[src/rtl/tmr_pkg.sv]
// Shared constants and types for the multi-channel countdown timer.
// Assumes word-aligned byte offsets inside a 64-byte channel window.
package tmr_pkg;
    localparam int DATA_W   = 32;
    localparam int WIN_LOG2 = 6;

    localparam logic [WIN_LOG2-1:0] OFF_STAT   = 6'h00;
    localparam logic [WIN_LOG2-1:0] OFF_MODE   = 6'h04;
    localparam logic [WIN_LOG2-1:0] OFF_LOAD   = 6'h08;
    localparam logic [WIN_LOG2-1:0] OFF_EN     = 6'h10;
    localparam logic [WIN_LOG2-1:0] OFF_RELOAD = 6'h14;
    localparam logic [WIN_LOG2-1:0] OFF_VALUE  = 6'h18;
    localparam logic [WIN_LOG2-1:0] OFF_CLR    = 6'h20;
    localparam logic [WIN_LOG2-1:0] OFF_MASK   = 6'h24;

    typedef enum logic {
        RUN_REPEAT  = 1'b0,
        RUN_ONESHOT = 1'b1
    } run_style_e;

    typedef struct packed {
        logic wr_mode;
        logic wr_load;
        logic wr_en;
        logic wr_reload;
        logic wr_clr;
        logic wr_mask;
    } tmr_wr_s;
endpackage

[src/rtl/tmr_decode.sv]
// Address decode: splits the byte address into channel index and window
// offset and turns a completed bus write into one strobe per channel field.
// Assumes a zero-wait bus: a write completes when psel & penable & pwrite.
module tmr_decode
    import tmr_pkg::*;
#(
    parameter int NUM_CH = 4,
    parameter int SEL_W  = 2,
    parameter int ADDR_W = SEL_W + WIN_LOG2
) (
    input  logic                        psel,
    input  logic                        penable,
    input  logic                        pwrite,
    input  logic [ADDR_W-1:0]           paddr,
    output logic [SEL_W-1:0]            ch_idx,
    output logic                        ch_valid,
    output logic [WIN_LOG2-1:0]         offset,
    output tmr_wr_s [NUM_CH-1:0]        wr_vec
);
    logic wr_act;

    assign wr_act   = psel && penable && pwrite;
    assign ch_idx   = paddr[ADDR_W-1:WIN_LOG2];
    assign offset   = paddr[WIN_LOG2-1:0];
    assign ch_valid = (int'(ch_idx) < NUM_CH);

    // Produce the field write strobes for the addressed channel only.
    always_comb begin
        for (int c = 0; c < NUM_CH; c++) begin
            wr_vec[c] = '0;
            if (wr_act && (ch_idx == SEL_W'(c))) begin
                case (offset)
                    OFF_MODE:   wr_vec[c].wr_mode   = 1'b1;
                    OFF_LOAD:   wr_vec[c].wr_load   = 1'b1;
                    OFF_EN:     wr_vec[c].wr_en     = 1'b1;
                    OFF_RELOAD: wr_vec[c].wr_reload = 1'b1;
                    OFF_CLR:    wr_vec[c].wr_clr    = 1'b1;
                    OFF_MASK:   wr_vec[c].wr_mask   = 1'b1;
                    default:    wr_vec[c]           = '0;
                endcase
            end
        end
    end
endmodule

[src/rtl/tmr_clr_gate.sv]
// Clear handshake: accepts a clear request only when idle, then keeps the
// busy indication high for HOLD cycles, dropping requests meanwhile.
// Assumes HOLD >= 1.
module tmr_clr_gate #(
    parameter int HOLD = 2
) (
    input  logic clk,
    input  logic rst_n,
    input  logic clr_req,
    output logic clr_accept,
    output logic busy
);
    localparam int BW = $clog2(HOLD + 1);

    logic [BW-1:0] hold_cnt;

    assign busy       = (hold_cnt != '0);
    assign clr_accept = clr_req && !busy;

    // Load the hold window on an accepted clear and run it down to zero.
    always_ff @(posedge clk) begin
        if (!rst_n)
            hold_cnt <= '0;
        else if (clr_accept)
            hold_cnt <= BW'(HOLD);
        else if (busy)
            hold_cnt <= hold_cnt - 1'b1;
    end
endmodule

[src/rtl/tmr_channel.sv]
// One countdown channel: control fields, counter with repeat/one-shot
// behaviour, pending flag, clear handshake, mask and field read mux.
// Assumes CNT_W <= DATA_W and one write strobe at most per cycle.
module tmr_channel
    import tmr_pkg::*;
#(
    parameter int CNT_W    = 32,
    parameter int CLR_HOLD = 2
) (
    input  logic                clk,
    input  logic                rst_n,
    input  tmr_wr_s             wr,
    input  logic [DATA_W-1:0]   wdata,
    input  logic [WIN_LOG2-1:0] rd_off,
    output logic [DATA_W-1:0]   rd_data,
    output logic                irq,
    output logic [CNT_W-1:0]    obs_cnt,
    output logic                obs_pend,
    output logic                obs_busy,
    output logic                obs_mask,
    output logic                obs_en,
    output logic                obs_style
);
    localparam logic [CNT_W-1:0] CNT_ONE = CNT_W'(1);

    run_style_e       style;
    logic [CNT_W-1:0] start_cnt;
    logic [CNT_W-1:0] live_cnt;
    logic             run_en;
    logic             mask;
    logic             pend;
    logic             clr_accept;
    logic             busy;
    logic             expire;

    assign expire = run_en && !wr.wr_reload && (live_cnt == CNT_ONE);

    tmr_clr_gate #(.HOLD(CLR_HOLD)) u_clr (
        .clk        (clk),
        .rst_n      (rst_n),
        .clr_req    (wr.wr_clr && wdata[0]),
        .clr_accept (clr_accept),
        .busy       (busy)
    );

    // Capture software-written control fields.
    always_ff @(posedge clk) begin
        if (!rst_n) begin
            style     <= RUN_REPEAT;
            start_cnt <= '0;
            run_en    <= 1'b0;
            mask      <= 1'b0;
        end else begin
            if (wr.wr_mode) style     <= run_style_e'(wdata[0]);
            if (wr.wr_load) start_cnt <= wdata[CNT_W-1:0];
            if (wr.wr_en)   run_en    <= wdata[0];
            if (wr.wr_mask) mask      <= wdata[0];
        end
    end

    // Advance the live count: reload trigger first, then counting.
    always_ff @(posedge clk) begin
        if (!rst_n)
            live_cnt <= '0;
        else if (wr.wr_reload)
            live_cnt <= start_cnt;
        else if (expire)
            live_cnt <= (style == RUN_ONESHOT) ? '0 : start_cnt;
        else if (run_en && (live_cnt != '0))
            live_cnt <= live_cnt - 1'b1;
    end

    // Pending flag: an expiry sets it and wins over a same-edge clear.
    always_ff @(posedge clk) begin
        if (!rst_n)
            pend <= 1'b0;
        else if (expire)
            pend <= 1'b1;
        else if (clr_accept)
            pend <= 1'b0;
    end

    assign irq = pend && !mask;

    // Return the field selected by the window offset.
    always_comb begin
        rd_data = '0;
        case (rd_off)
            OFF_STAT:  rd_data[0]         = pend;
            OFF_MODE:  rd_data[0]         = style;
            OFF_LOAD:  rd_data[CNT_W-1:0] = start_cnt;
            OFF_EN:    rd_data[0]         = run_en;
            OFF_VALUE: rd_data[CNT_W-1:0] = live_cnt;
            OFF_CLR:   rd_data[1:0]       = {busy, pend};
            OFF_MASK:  rd_data[0]         = mask;
            default:   rd_data            = '0;
        endcase
    end

    assign obs_cnt   = live_cnt;
    assign obs_pend  = pend;
    assign obs_busy  = busy;
    assign obs_mask  = mask;
    assign obs_en    = run_en;
    assign obs_style = style;
endmodule

[src/rtl/apb_multi_timer.sv]
// Top level: bus decode, NUM_CH countdown channels and the read select.
// Assumes zero-wait transfers; read data is valid during the access phase.
module apb_multi_timer
    import tmr_pkg::*;
#(
    parameter int NUM_CH   = 4,
    parameter int CNT_W    = 32,
    parameter int CLR_HOLD = 2,
    localparam int SEL_W   = (NUM_CH > 1) ? $clog2(NUM_CH) : 1,
    localparam int ADDR_W  = SEL_W + WIN_LOG2
) (
    input  logic              pclk,
    input  logic              presetn,
    input  logic              psel,
    input  logic              penable,
    input  logic              pwrite,
    input  logic [ADDR_W-1:0] paddr,
    input  logic [DATA_W-1:0] pwdata,
    output logic [DATA_W-1:0] prdata,
    output logic [NUM_CH-1:0] irq
);
    logic [SEL_W-1:0]               ch_idx;
    logic                           ch_valid;
    logic [WIN_LOG2-1:0]            offset;
    tmr_wr_s [NUM_CH-1:0]           wr_vec;
    logic [NUM_CH-1:0][DATA_W-1:0]  rd_bus;
    logic [NUM_CH-1:0][CNT_W-1:0]   obs_cnt;
    logic [NUM_CH-1:0]              obs_pend;
    logic [NUM_CH-1:0]              obs_busy;
    logic [NUM_CH-1:0]              obs_mask;
    logic [NUM_CH-1:0]              obs_en;
    logic [NUM_CH-1:0]              obs_style;

    tmr_decode #(.NUM_CH(NUM_CH), .SEL_W(SEL_W), .ADDR_W(ADDR_W)) u_dec (
        .psel     (psel),
        .penable  (penable),
        .pwrite   (pwrite),
        .paddr    (paddr),
        .ch_idx   (ch_idx),
        .ch_valid (ch_valid),
        .offset   (offset),
        .wr_vec   (wr_vec)
    );

    for (genvar c = 0; c < NUM_CH; c++) begin : g_ch
        tmr_channel #(.CNT_W(CNT_W), .CLR_HOLD(CLR_HOLD)) u_chan (
            .clk       (pclk),
            .rst_n     (presetn),
            .wr        (wr_vec[c]),
            .wdata     (pwdata),
            .rd_off    (offset),
            .rd_data   (rd_bus[c]),
            .irq       (irq[c]),
            .obs_cnt   (obs_cnt[c]),
            .obs_pend  (obs_pend[c]),
            .obs_busy  (obs_busy[c]),
            .obs_mask  (obs_mask[c]),
            .obs_en    (obs_en[c]),
            .obs_style (obs_style[c])
        );
    end

    // Select the addressed channel's read data; absent channels read zero.
    always_comb begin
        prdata = '0;
        if (ch_valid)
            prdata = rd_bus[ch_idx];
    end
endmodule

[config.mk]
export PLATFORM = sky130hd
export DESIGN_NAME = apb_multi_timer
export DESIGN_NICKNAME = d
export VERILOG_FILES = /design/src/rtl/tmr_pkg.sv /design/src/rtl/tmr_decode.sv /design/src/rtl/tmr_clr_gate.sv /design/src/rtl/tmr_channel.sv /design/src/rtl/apb_multi_timer.sv
export SDC_FILE = /design/constraint.sdc
export NUM_CORES = 1
export LEC_CHECK = 0
export BUFFER_PORTS_ARGS = -buffer_cell sky130_fd_sc_hd__buf_2
export CAP_MARGIN = 40
export CORE_ASPECT_RATIO = 1.75
export CORE_MARGIN = 4
export CORE_UTILIZATION = 50
export DETAILED_ROUTE_END_ITERATION = 6
export PLACE_DENSITY_LB_ADDON = 0.08
export SYNTH_ARGS = -nofsm -noshare
export SYNTH_HDL_FRONTEND = slang
export SYNTH_SLANG_ARGS = --single-unit
[constraint.sdc]
create_clock -name pclk -period 7.12 [get_ports pclk]
set_clock_uncertainty 0.2 [all_clocks]
set_input_delay 1.068 -clock pclk [delete_from_list [all_inputs] [get_ports pclk]]
set_output_delay 1.068 -clock pclk [all_outputs]
set_load 0.02 [all_outputs]
# After elaboration in Yosys (flattened, before gate mapping)
# Cells that the tools add are included.
[classes]
add_sub_neg = 8
n_lt_le_gt_ge = 1
n_eq_ne = 14
n_mux = 56
bitwise = 1
reduce_logical = 69
[op_table]
columns = ["operator", "n"]
rows = [
  ["32-bit two-way mux", 17],
  ["30-bit one-hot mux with 2 select lines", 4],
  ["32-bit by 1-bit equality test with 1-bit output, second input constant", 4],
  ["32-bit nonzero test", 4],
  ["32-bit by 1-bit subtractor with 32-bit output, second input constant", 4],
  ["32-bit binary-select mux with 2-bit select", 1],
  ["1-bit logical AND", 30],
  ["6-bit two-way mux", 4],
  ["1-bit one-hot mux with 6 select lines", 4],
  ["2-bit nonzero test", 12],
  ["6-bit by 5-bit equality test with 1-bit output, second input constant", 3],
  ["2-bit two-way mux", 8],
  ["1-bit two-way mux", 14],
  ["6-bit equality test, second input constant", 2],
  ["1-bit logical NOT", 12],
  ["1-bit one-hot mux with 3 select lines", 4],
  ["3-bit nonzero test", 4],
  ["2-bit OR reduction", 5],
  ["2-bit by 1-bit subtractor with 2-bit output, second input constant", 4],
  ["6-bit by 3-bit equality test with 1-bit output, second input constant", 1],
  ["6-bit by 4-bit equality test with 1-bit output, second input constant", 1],
  ["6-bit logical NOT", 1],
  ["2-bit equality test, second input constant", 2],
  ["2-bit by 3-bit less-than comparator with 1-bit output, second input constant", 1],
  ["other kinds (3)", 3],
]
[totals]
ff_bits = 280
input_bits = 45
output_inout_bits = 36
word_cells = 181

# Logic depth before layout (Yosys ltp)
[logic_depth]
word_depth = 9
ltp_mapped = 11
mapped_depth_nobuf = 8

# Hierarchy
# Synthesis repeated with hierarchy kept, for this count alone.
[hier_totals]
hier_cells = 2275
hier_area_um2 = 19254.7
[by_module_without_submodules]
columns = ["mod", "n_inst", "cells_per_inst", "area_each_um2", "seq_area_each_um2"]
rows = [
  ["tmr_channel (g_ch[2].u_chan ...)", 2, 535, 4398.0, 1361.3],
  ["tmr_channel (g_ch[0].u_chan ...)", 2, 501, 4326.6, 1361.3],
  ["apb_multi_timer", 1, 111, 1002.2, 0.0],
  ["tmr_decode", 1, 52, 478.0, 0.0],
  ["tmr_clr_gate", 4, 10, 81.3, 40.0],
]

# Least setup slack after synthesis
# OpenSTA, ideal clock, no wires.
[synth_timing]
kind = "in2out"
start = "in paddr[1]"
end = "out prdata[30]"
arrival_time_ns = 3.553
required_time_ns = 5.852
setup_slack_ns = 2.299
stages = 8
path_buffers = 3
cell_sequence = "or4b_1 > nor2_1 > and2_1 > clkbuf_1 > clkbuf_1 > buf_1 > a221oi_1 > o31ai_1"
[synth_via]
elab_chain_cells = 4
word_cells_on_any_way = 8
cone_classes = "2 x eq/ne; 6 x mux"
[synth_lines]
columns = ["item", "line", "source"]
rows = [
  ["start: declaration", "apb_multi_timer.sv:17", "input logic [ADDR_W-1:0] paddr,"],
  ["6-bit by 5-bit equality test with 1-bit output or 6-bit by 4-bit equality test with 1-bit output (tied branches)", "tmr_channel.sv:88", "case (rd_off)"],
  ["30-bit one-hot mux with 2 select lines", "tmr_channel.sv:88", ""],
  ["32-bit binary-select mux with 2-bit select (*)", "apb_multi_timer.sv:67", "prdata = rd_bus[ch_idx];"],
  ["32-bit two-way mux (implied by the code) (*)", "apb_multi_timer.sv:67", ""],
  ["end: declaration", "apb_multi_timer.sv:19", "output logic [DATA_W-1:0] prdata,"],
]
# Mark *: on every way between the ends. The rest lies on a longest branch, timed or not. The select of a mux whose other input is x is not followed.

# Final worst setup path
[layout_timing]
start = "in paddr[1]"
end = "out prdata[8]"
# Same word-level chain as after synthesis.

==> reports/qor.txt <==
Status = completed
I/O pin count = 81
Power, Total = 3332 uW
Main synth FF type = dfxtp_1
Worst slew pin tran = 0.9790 ns
Post-cts resize count = 0
Vias in the first global route = 17430
First-pass GRT wire length = 111500 microns
Post-CTS Setup Inserts = 0
Crit Path Max Fanout = 61
Clock Pin Slew Worst Setup and Hold Paths = 0.07 ns
Distinct cells, synth = 75
Worst Path Arrival = 3.85 ns
Std-Cell Core Area = 31740 sq um
CTS tree = done
Remaining antenna violation count = 0
Leak = 0.006661 uW
Crit path launch = paddr[1]
H-tree depth = 1
Fin. Hold Viols = 0
Clock tree sinks = 280
Die Ht = 246.0 microns
Largest net degree at the start of global routing = 81
Congestion Overflow GR = 0
Tmin final = 5.115 ns
F_max = 195.5 MHz
Nets = 2224
Slew HR = 34.59%
Design area = 17920 sq um
DRT Pass-1 Iters = 6
Pwr/cell area = 185.9 nW/um^2
Unrepaired setup endpoints after global routing = no
# hold bufs at CTS = 0
Num CTS Buffers = 29
Routability Congestion = 1.076
P&R area growth vs syn = 10.70%
Critical setup path kind = primary input to primary output
Syn Inst Count = 2186
Hpwl dp = 54810 microns
Initial core utilization = 51.00%
Area of the die = 35430 sq um
DR vias = 18610
Max clock buf depth = 3
Worst Path Required = 5.85 ns
Post-synth EDFFs = 0
Post-synthesis cell area = 16190 sq um
Fin util = 56.46%
# DRC = 0
Area post-placement = 16970 sq um
Tcrit/Tclk final = 71.83%
Gr usage total = 42.18%
Fin. max-slew vios = 0
Crit path launch type = primary input
Avg Cell Area, Syn = 7.405 sq um
Port Buffer Count = 80
Final setup vio count = 0
Commonest non-fill, non-tap cell in the layout = nand2_1
Seq/Total Area, Yosys = 34.63%
DR iter-0 viols = 2310
Reg-to-Reg Start = g_ch[3].u_chan.obs_cnt[24]
Post-DR wirelength/cell = 29.56 microns
Most frequent cells in the layout = nand2_1, dfxtp_1, a21oi_1
Initial antenna violation count = 3
Final cell count without fillers = 2589
FFs w/ async S/R, synth = 0%
Clock Latency Late Sink = 0.60 ns
Worst vdd ir = 0.1934 mV
Worst Setup End Kind = primary output
Worst hold path class = flip-flop to flip-flop
Synthesis Warnings = 0
Ratio of cells with drive above 1 in the final layout = 11.37%
Fin Setup TNS = 0 ns
Min-delay src = g_ch[1].u_chan.u_clr.hold_cnt[0]
Yosys reg bits = 280
Chip width = 144.0 microns
Maximum Capacitance Violations = 0
Routed WL = 76520 microns
Placed insts = 2532
Root buffer cell = clkbuf_16
Avg Vias per Cell = 7.188
Net count after synthesis = 2239
FP Rows = 86
## cell usage after synthesis (all sizes together) (15+ instances only)
cell     instances  area [sq um]
a21o            42         315.3
clkbuf         161         604.3
nor4            45         287.8
a2bb2oi         15         131.4
nor2           169         634.4
and3            19         118.9
a31oi           21         131.4
dfxtp          280          5605
or4             25         187.7
inv             18         67.56
nand2          388          1456
a22oi           77         578.1
a211oi          92         720.7
nor3            82         410.4
or3             15         93.84
o21ai           58         297.8
buf             26         160.1
a31o            20         175.2
a21oi          277          1401
a221oi          67         586.8
nand3           55         285.3
nand4           29         181.4
## final cells by class
class                           count  area, sq um
Sequential cell                   280         5605
Inverter                           18        72.57
Timing Repair Buffer              141        991.0
Antenna cell                        3        7.507
Multi-Input combinational cell   1701         9832
Fill cell                        3083        13820
Clock buffer                       39        823.3
Tap cell                          396        495.5
Clock inverter                     11        93.84
## through the flow
| step | hold WS (ns) | setup slack (ns) |
|---|---|---|
| after floorplan | 0.2383 | 2.299 |
| after global placement | 0.2507 | 2.005 |
| after detailed placement | 0.2632 | 2.110 |
| after CTS | 0.2728 | 2.095 |
| after global routing | 0.2901 | 1.887 |
| final | 0.2734 | 2.005 |
## routing by layer
| layer | GRT usage, % | share of wire [%] | vias to the layer above |
|---|---|---|---|
| met5 | 0 | 0 | - |
| met4 | 37.56 | 12 | 0 |
| met3 | 7.458 | 9.6 | 467 |
| met2 | 68.42 | 46 | 1261 |
| met1 | 46.18 | 32 | 8787 |
| li1 | - | - | 8095 |
## report_power, final
part           leakage (uW)  internal, uW  switching [uW]
logic               0.00395          62.8             166
registers           0.00225          1570            1.47
clock network      0.000456           843             692
## worst max-delay path, stage by stage
cell and delay, ns:
buf_2 0.11, nor3_1 0.34, and3_4 0.81, buf_4 0.63
a22oi_1 0.16, a21oi_1 0.33, a21o_1 0.20, buf_2 0.18
## registers in the layout, indices dropped and copies added (netlist names)
name                        flops
g_ch.u_chan.obs_pend            4
g_ch.u_chan.obs_en              4
g_ch.u_chan.obs_mask            4
g_ch.u_chan.obs_style           4
g_ch.u_chan.start_cnt         128
g_ch.u_chan.obs_cnt           128
g_ch.u_chan.u_clr.hold_cnt      8
## kinds of logic (layout without fill, tap and decap cells)
kind of cell / Yosys count / count (layout) / share of synthesized area [%]
AO/OA/AOI/OAI: 758 / 758 / 31.58
XOR/XNOR: 27 / 27 / 1.461
adder cells (fa/ha/maj): 8 / 8 / 0.6184
buffers and inverters: 205 / 209 / 5.140
flip-flops: 280 / 280 / 34.63
multiplexers: 15 / 15 / 0.9429
other: 0 / 3 / 0
AND/OR/NAND/NOR: 893 / 893 / 25.63
## final timing paths
path	end	slack (ns)	cells after the start
min reg2reg	g_ch[1].u_chan.u_clr.hold_cnt[0]	0.27	1
max	prdata[8]	2.01	8
max reg2reg	g_ch[3].u_chan.obs_cnt[22]	2.80	7
min	g_ch[1].u_chan.u_clr.hold_cnt[0]	0.27	1
(Power assumes the default switching activity.)
